==> config.mk <==
export PLATFORM = sky130hd
export DESIGN_NAME = sec_gate
export DESIGN_NICKNAME = d
export VERILOG_FILES = /design/src/rtl/sec_gate.sv
export SDC_FILE = /design/constraint.sdc
export NUM_CORES = 1
export LEC_CHECK = 0
export BUFFER_PORTS_ARGS = -buffer_cell sky130_fd_sc_hd__buf_2
export CAP_MARGIN = 20
export CELL_PAD_IN_SITES_DETAIL_PLACEMENT = 0
export CELL_PAD_IN_SITES_GLOBAL_PLACEMENT = 1
export CORE_AREA = 2 2 165 167
export DETAILED_ROUTE_END_ITERATION = 8
export DIE_AREA = 0 0 167 169
export MAX_ROUTING_LAYER = met4
export PLACE_DENSITY = 0.71
export SKIP_LAST_GASP = 1
export SYNTH_ARGS = -nofsm -noshare
export SYNTH_HDL_FRONTEND = slang
export SYNTH_SLANG_ARGS = --single-unit
==> constraint.sdc <==
create_clock -name clk -period 4.32 [get_ports clk]
set_input_delay 0.432 -clock clk [delete_from_list [all_inputs] [get_ports clk]]
set_output_delay 0.432 -clock clk [all_outputs]
set_load 0.02 [all_outputs]
==> src/rtl/sec_gate.sv <==
module sec_gate #(
  parameter int AW       = 16,
  parameter int BLK_LOG2 = 8,
  parameter int RAW      = 8,
  localparam int BW      = AW - BLK_LOG2,
  localparam int NBLK    = 1 << BW
) (
  input  logic            clk,
  input  logic            rst_n,
  input  logic            tx_valid,
  input  logic [AW-1:0]   tx_addr,
  input  logic            tx_write,
  input  logic            tx_sec,
  input  logic            tx_attr_known,
  input  logic [15:0]     tx_master,
  input  logic [NBLK-1:0] table_bits,
  input  logic            err_resp_en,
  input  logic            reg_we,
  input  logic [RAW-1:0]  reg_addr,
  input  logic [31:0]     reg_wdata,
  output logic [31:0]     reg_rdata,
  output logic            fwd_valid,
  output logic [AW-1:0]   fwd_addr,
  output logic            fwd_write,
  output logic            deny_valid,
  output logic            deny_err,
  output logic [31:0]     deny_rdata,
  output logic            irq
);
  localparam logic [RAW-1:0] OFS_STAT  = RAW'(8'h20);
  localparam logic [RAW-1:0] OFS_CLR   = RAW'(8'h24);
  localparam logic [RAW-1:0] OFS_EN    = RAW'(8'h28);
  localparam logic [RAW-1:0] OFS_INFO1 = RAW'(8'h2c);
  localparam logic [RAW-1:0] OFS_INFO2 = RAW'(8'h30);
  localparam logic [RAW-1:0] OFS_SET   = RAW'(8'h34);

  logic          stat_q, en_q;
  logic [31:0]   info1_q, info2_q;

  wire [BW-1:0] blk_num  = tx_addr[AW-1:BLK_LOG2];
  wire          cfg_ns   = table_bits[blk_num];
  wire          non_sec  = tx_attr_known & ~tx_sec;
  wire          allow    = (cfg_ns == non_sec);
  wire          blocked  = tx_valid & ~allow;
  wire          clr_hit  = reg_we && reg_addr == OFS_CLR && reg_wdata[0];
  wire          set_hit  = reg_we && reg_addr == OFS_SET && reg_wdata[0];
  wire          en_hit   = reg_we && reg_addr == OFS_EN;
  wire          capture  = blocked & (~stat_q | clr_hit);

  always_ff @(posedge clk or negedge rst_n) begin
    if (!rst_n) begin
      fwd_valid  <= 1'b0;
      fwd_addr   <= '0;
      fwd_write  <= 1'b0;
      deny_valid <= 1'b0;
      deny_err   <= 1'b0;
    end else begin
      fwd_valid  <= tx_valid & allow;
      deny_valid <= blocked;
      if (tx_valid) begin
        fwd_addr  <= tx_addr;
        fwd_write <= tx_write;
      end
      if (blocked) deny_err <= err_resp_en;
    end
  end

  always_ff @(posedge clk or negedge rst_n) begin
    if (!rst_n) begin
      stat_q  <= 1'b0;
      en_q    <= 1'b1;
      info1_q <= '0;
      info2_q <= '0;
    end else begin
      if (capture) begin
        info1_q <= 32'(tx_addr);
        info2_q <= {14'd0, cfg_ns, non_sec, tx_master};
        stat_q  <= 1'b1;
      end else if (clr_hit) begin
        stat_q  <= 1'b0;
      end else if (set_hit) begin
        stat_q  <= 1'b1;
      end
      if (en_hit) en_q <= reg_wdata[0];
    end
  end

  always_comb begin
    case (reg_addr)
      OFS_STAT:  reg_rdata = {31'd0, stat_q};
      OFS_EN:    reg_rdata = {31'd0, en_q};
      OFS_INFO1: reg_rdata = info1_q;
      OFS_INFO2: reg_rdata = info2_q;
      default:   reg_rdata = 32'd0;
    endcase
  end

  assign deny_rdata = 32'd0;
  assign irq        = stat_q & en_q;
endmodule

==> results of run 1 <==
per-stage QoR:
stage | worst slack [ns] | utilization [%] | hold slack (ns) | area, um^2
2_1_floorplan | 1.01 | - | 0.136 | 5310
3_3_place_gp | 0.375 | 26.6 | 0.484 | 7050
3_5_place_dp | 0.313 | 26.6 | 0.490 | 7050
4_1_cts | 0.635 | 27.2 | 0.302 | 7220
5_1_grt | 0.478 | 27.3 | 0.339 | 7220
6_report | 0.699 | 27.3 | 0.279 | 7220
placed cells by master (no fill, tap or decap), drive strengths merged, types with 2 or more instances in the layout:
cell type	Yosys	layout
o21ai	4	4
clkinv	0	2
mux2i	29	29
a21oi	3	3
conb	1	46
inv	2	2
o22ai	6	6
buf	70	357
o211ai	3	3
or3	2	2
nor3	3	3
nor2	10	10
nand2b	8	8
dfrtp	55	55
a31oi	3	3
a2111oi	3	3
a32o	2	2
nand2	18	18
mux2	60	60
nor4	3	3
a22o	16	16
nand3b	5	5
nor2b	8	8
mux4	52	52
a22oi	5	5
and2	5	5
nor3b	2	2
clkbuf	9	5
a211oi	2	2
or4	3	3
nand3	15	15
a2bb2oi	3	3
per-layer routing:
metal,global-route usage [%],up-vias,share of wire (%)
met1,17.1,2300,41
li1,-,2220,-
met4,1.69,0,0.35
met3,1.85,8,5.7
met2,24.6,216,53
met5,-,-,0
worst max-delay path: stages:
cell     delay (ns)
buf_4          0.45
buf_12         0.29
mux4_2         0.53
nor2_1         0.12
o32ai_1        0.10
a32o_1         0.22
or4_4          0.57
nand4_4        0.16
mux2i_4        0.29
buf_4          0.24
mux2_2         0.35
worst max path at each step:
stage,to
after global routing,info2_q[6]
after global placement,info2_q[7]
after CTS,info2_q[6]
final,info2_q[6]
after detailed placement,info2_q[7]
after floorplan,info1_q[0]
report_power, final:
group | internal (mW) | switching [mW] | leakage, nW
sequential | 0.664 | 0.0794 | 0.673
combinational | 0.408 | 0.296 | 2.71
clock | 0.276 | 0.194 | 0.0840
total | 1.35 | 0.569 | 3.47
sequential cells by signal (all words and copies together), names as in the netlist:
name / count
deny_valid: 1
fwd_valid: 1
fwd_write: 1
info2_q: 18
fwd_addr: 16
stat_q: 1
deny_err: 1
info1_q: 16
en_q: 1
cells by family (layout without fill, tap and decap cells):
| logic type | after synthesis | in the layout |
|---|---|---|
| buffers and inverters | 81 | 367 |
| multiplexers | 141 | 141 |
| AND/OR/NAND/NOR | 85 | 85 |
| XOR/XNOR | 1 | 1 |
| other | 1 | 47 |
| AO/OA/AOI/OAI | 57 | 57 |
| flip-flops | 56 | 56 |
cell usage after synthesis (all sizes together) (2+ instances only):
library cell,n,area share [%]
a2111oi,3,0.51
inv,2,0.15
a22oi,5,0.73
o22ai,6,0.73
dfrtp,55,27
nor2b,8,0.97
or3,2,0.24
nand2b,8,0.97
and2,5,0.61
a21oi,3,0.29
mux2,60,15
nand3,15,1.5
nor2,10,0.73
nor4,3,0.37
a2bb2oi,3,0.51
mux4,52,23
nor3,3,0.29
a211oi,2,0.29
nand2,18,1.3
nand3b,5,0.73
nor3b,2,0.29
o21ai,4,0.39
a32o,2,0.39
mux2i,29,5.9
buf,70,9.9
clkbuf,9,0.66
a31oi,3,0.37
or4,3,0.51
o211ai,3,0.44
a22o,16,2.7
layout make-up:
class | instances | area share [%]
multi-input combinational | 330 | 46.5
antenna | 1 | 0.0346
timing repair buffer | 357 | 25.6
clock inverter | 3 | 0.658
inverter | 2 | 0.104
clock buffer | 5 | 1.73
tap | 341 | 5.91
sequential | 56 | 19.4
==> results.py, run 1 <==
metrics = {
    "outcome": {
        "status": "completed",
    },
    "clock_network": {
        "cts_buffer_depth": 2,
        "hold_buffers": 0,
        "cts_tree": "yes",
        "htreeDepth": 2,
        "insertion_delay_ns": 0.30,
        "cts-resized-gates": 0,
        "cts-buffers-inserted": 5,
        "post_cts_buffers": 0,
        "clkSinkCount": 56,
        "cts.clk_slew.worst_paths_ns": 0.07,
        "cts_root_buffer": "clkbuf_16",
    },
    "die": {
        "start_util_pct": 19.4,
        "die_h_um": 169,
        "rows": 60,
        "io_pins": 421,
        "core_um2": 26500,
        "die_area_um2": 28200,
        "die_x_um": 167,
    },
    "drt": {
        "wirelength_um": 19700,
        "wl_per_cell_um": 18.0,
        "via_count": 4744,
        "drt_pre_antenna_iters": 4,
        "via_per_inst": 4.33,
        "drtIter0Drc": 217,
        "ant_nets": 0,
        "drc_errors": 0,
    },
    "final_layout": {
        "num-fill-cells": 2816,
        "drive_above_1_share_pct": 64.1,
        "final_cells": 1095,
        "finalNetCount": 1088,
        "seqCellArea_um2": 1400,
        "multi_input_area_um2": 3360,
        "syn_to_final_growth_pct": 40.6,
    },
    "global_route": {
        "grt_max_degree": 57,
        "grt_antenna_before_repair": 1,
        "grt_pass1_wl_um": 29100,
        "grt_use_total_pct": 13.8,
        "grt_overflow": 0,
        "grt_pass1_vias": 4757,
    },
    "setup_path": {
        "r2r_start": "stat_q",
        "cp.arrival_ns": 3.80,
        "startpoint": "tx_addr[8]",
        "r2r_slack_ns": 2.40,
        "crit_path_end_kind": "flop",
        "start_kind": "input pin",
        "path_class": "in -> reg",
        "worstPathMaxFanout": 30,
        "required_ns": 4.50,
        "r2r_end": "info2_q[6]",
        "reg2regPathDepth": 5,
    },
    "synthesis": {
        "yosysWarnings": 0,
        "ys.flop_type": "dfrtp_1",
        "synth_edf_count": 0,
        "synth_fa_ha_area_share_pct": 0,
        "syn_area_um2": 5140,
        "synth-simple-area-share_pct": 9.16,
        "muxShareOfSynthArea_pct": 44.0,
        "ys_seq_area_share_pct": 27.3,
        "synthArstFlopShare_pct": 100,
        "syn_area_per_cell_um2": 12.2,
        "synth-xor-area-share_pct": 0.170,
        "synth_compound_area_share_pct": 8.55,
        "synth_top_family_by_area": "multiplexers",
        "syn_inst": 422,
        "synth_cell_type_count": 50,
        "yosys_register_bits": 56,
    },
    "placement": {
        "dp.cells": 1086,
        "io_buffers": 343,
        "gp_congestion": 0.801,
        "dpl.hpwl_um": 16400,
    },
    "pwr": {
        "peakVddDrop_uv": 205,
        "power_mw": 1.92,
        "leakagePower_nw": 3.47,
        "power_density_nw_per_um2": 265,
    },
    "timing": {
        "fmaxAchievable_mhz": 276,
        "finalMaxSlewViolations": 0,
        "period_minus_slack_ns": 3.62,
        "hold_violations": 0,
        "rsz0062_at_grt": "no",
        "finClkSkew_ns": 0.00801,
        "slew_headroom_pct": 51.7,
        "tightestPinTransition_ns": 0.725,
        "setup_tns_ns": 0,
        "fin_crit_sh_pct": 83.8,
        "setup_viol": 0,
    },
    "worst_hold_path": {
        "hp-class": "in -> async",
    },
    "flow_run": {
        "drv_cap": 0,
    },
}
(Power assumes the default switching activity.)
==> inputs of run 2 (changes only) <==
==> constraint.sdc (replaced) <==
create_clock -name clk -period 3.7 [get_ports clk]
set_input_delay 0.37 -clock clk [delete_from_list [all_inputs] [get_ports clk]]
set_output_delay 0.37 -clock clk [all_outputs]
set_load 0.02 [all_outputs]
==> run 2 against run 1 <==
  * Via count is 0.78% higher
  * Total power is 14% higher
  * Global-route usage is 0.35 points lower
  * Wire length is 2.3% lower
  * Setup slack worse by 0.34 ns
  * Critical path type unchanged
  * Critical endpoint is now info2_q[7]
==> results.py, run 2 (synthesized netlist as in run 1, its figures left out) <==
metrics = {
    "final_layout": {
        "largest_reg_flops": 18,
        "finalNetCount": 1100,
        "final_cell_mix": "341 x buf_2, 55 x dfrtp_1, 52 x mux4_2, 46 x conb_1",
        "drive_above_1_share_pct": 64.7,
        "largest_registers": "info2_q x18, fwd_addr x16, info1_q x16",
        "layout_commonest_cell": "buf_2",
        "regMostFlops": "info2_q",
        "syn_to_final_growth_pct": 42.3,
        "final_core_util_pct": 27.6,
        "final_cells": 1109,
    },
    "setup_path": {
        "worstPathCellList": "buf_4 > buf_4 > mux4_2 > mux2i_1 > buf_4 > a211oi_1 > or4_4 > nand4_4 > mux2i_4 > buf_4 > mux2_2",
        "critPathBufInv": 4,
        "path_class": "in -> reg",
        "crit_family": "multiplexers",
        "worstPathMaxFanout": 22,
        "critPathMaxStageDelay_ns": 0.57,
        "r2r_slack_ns": 1.77,
        "cpMostUsedCell": "buf_4",
        "start_kind": "input pin",
        "crit_path_top_delay_cell": "or4_4",
        "r2r_start": "stat_q",
        "reg2regPathDepth": 5,
        "r2r_end": "info2_q[7]",
        "cp.arrival_ns": 3.52,
        "crit_path_end_kind": "flop",
        "required_ns": 3.88,
    },
    "clock_network": {
        "cts.clk_slew.worst_paths_ns": 0.07,
        "cts_root_buffer": "clkbuf_16",
        "htreeDepth": 2,
        "post_cts_buffers": 0,
        "cts-buffers-inserted": 5,
        "hold_buffers": 0,
        "cts_buffer_depth": 2,
        "clkSinkCount": 56,
        "cts_tree": "yes",
        "insertion_delay_ns": 0.30,
        "cts-resized-gates": 0,
    },
    "die": {
        "die_area_um2": 28200,
        "rows": 60,
        "start_util_pct": 19.4,
        "core_um2": 26500,
        "die_x_um": 167,
        "die_h_um": 169,
        "io_pins": 421,
    },
    "timing": {
        "finClkSkew_ns": 0.00972,
        "slew_headroom_pct": 43.4,
        "tightestPinTransition_ns": 0.849,
        "fmaxAchievable_mhz": 299,
        "finalMaxSlewViolations": 0,
        "timing.final.ws_setup_ns": 0.359,
        "setup_viol": 0,
        "rsz0062_at_grt": "no",
        "hold_violations": 0,
        "setup_tns_ns": 0,
        "fin_crit_sh_pct": 90.3,
        "period_minus_slack_ns": 3.34,
    },
    "placement": {
        "dpl.hpwl_um": 16500,
        "gp_congestion": 0.807,
        "place_ws_ns": -0.0604,
        "io_buffers": 343,
        "dp.cells": 1098,
    },
    "drt": {
        "wl_per_cell_um": 17.3,
        "ant_nets": 0,
        "drtIter0Drc": 164,
        "via_count": 4781,
        "via_per_inst": 4.31,
        "drc_errors": 0,
        "drt_pre_antenna_iters": 5,
        "wirelength_um": 19200,
    },
    "flow_run": {
        "drv_cap": 0,
    },
    "global_route": {
        "grt_overflow": 0,
        "grt_antenna_before_repair": 3,
        "grt_pass1_wl_um": 28500,
        "grt_use_total_pct": 13.4,
        "grt_pass1_vias": 4801,
        "grt_max_degree": 37,
    },
    "pwr": {
        "power_density_nw_per_um2": 299,
        "leakagePower_nw": 3.52,
        "peakVddDrop_uv": 362,
    },
    "worst_hold_path": {
        "hp-class": "in -> async",
    },
    "outcome": {
        "status": "completed",
    },
}
-- run 2: cell types whose count changed in the layout (fill, tap and decap cells not counted), sizes merged --
cell / previous run / this run
buf: 357 / 369
bufinv: 1 / 0
clkinv: 2 / 1
clkinvlp: 0 / 1
diode: 1 / 3
inv: 2 / 3
-- run 2: worst max-delay path by stage --
stage	from	to	slack [ns]	depth (start not counted)
4_1_cts	tx_addr[8]	info2_q[7]	0.25	11
5_1_grt	tx_addr[8]	info2_q[6]	0.12	11
2_1_floorplan	tx_addr[8]	info1_q[0]	0.45	11
3_5_place_dp	tx_addr[8]	info2_q[7]	-0.06	11
3_3_place_gp	tx_addr[8]	info2_q[7]	-0.05	11
6_report	tx_addr[8]	info2_q[7]	0.36	11
-- run 2: per-stage QoR --
stage          area (um^2)  power, mW  hold slack [ns]
3_3_place_gp          7150       1.71            0.485
4_1_cts               7300       2.23            0.196
2_1_floorplan         5310       1.42           0.0744
6_report              7310       2.19            0.166
3_5_place_dp          7150       1.72            0.491
5_1_grt               7310       2.33            0.230
-- run 2: layout make-up --
class	count	area [um^2]
Tap cell	341	427
Timing Repair Buffer	369	1950
Fill cell	2804	19200
Sequential cell	56	1400
Multi-Input combinational cell	330	3360
Clock buffer	5	125
Inverter	2	7.51
Clock inverter	3	27.5
Antenna cell	3	7.51
-- run 2: per-layer routing --
layer | vias to the layer above | GRT usage (%) | routed length [um]
met2 | 232 | 23.7 | 9880
li1 | 2249 | - | -
met5 | - | - | 0
met1 | 2292 | 16.6 | 7940
met4 | 0 | 1.91 | 144
met3 | 8 | 2.08 | 1270
-- run 2: power by group --
group	leakage, nW	total, mW	internal (mW)	switching, mW
registers	0.673	0.865	0.775	0.0895
logic	2.77	0.833	0.489	0.344
clock network	0.0719	0.491	0.257	0.234
total	3.52	2.19	1.52	0.667
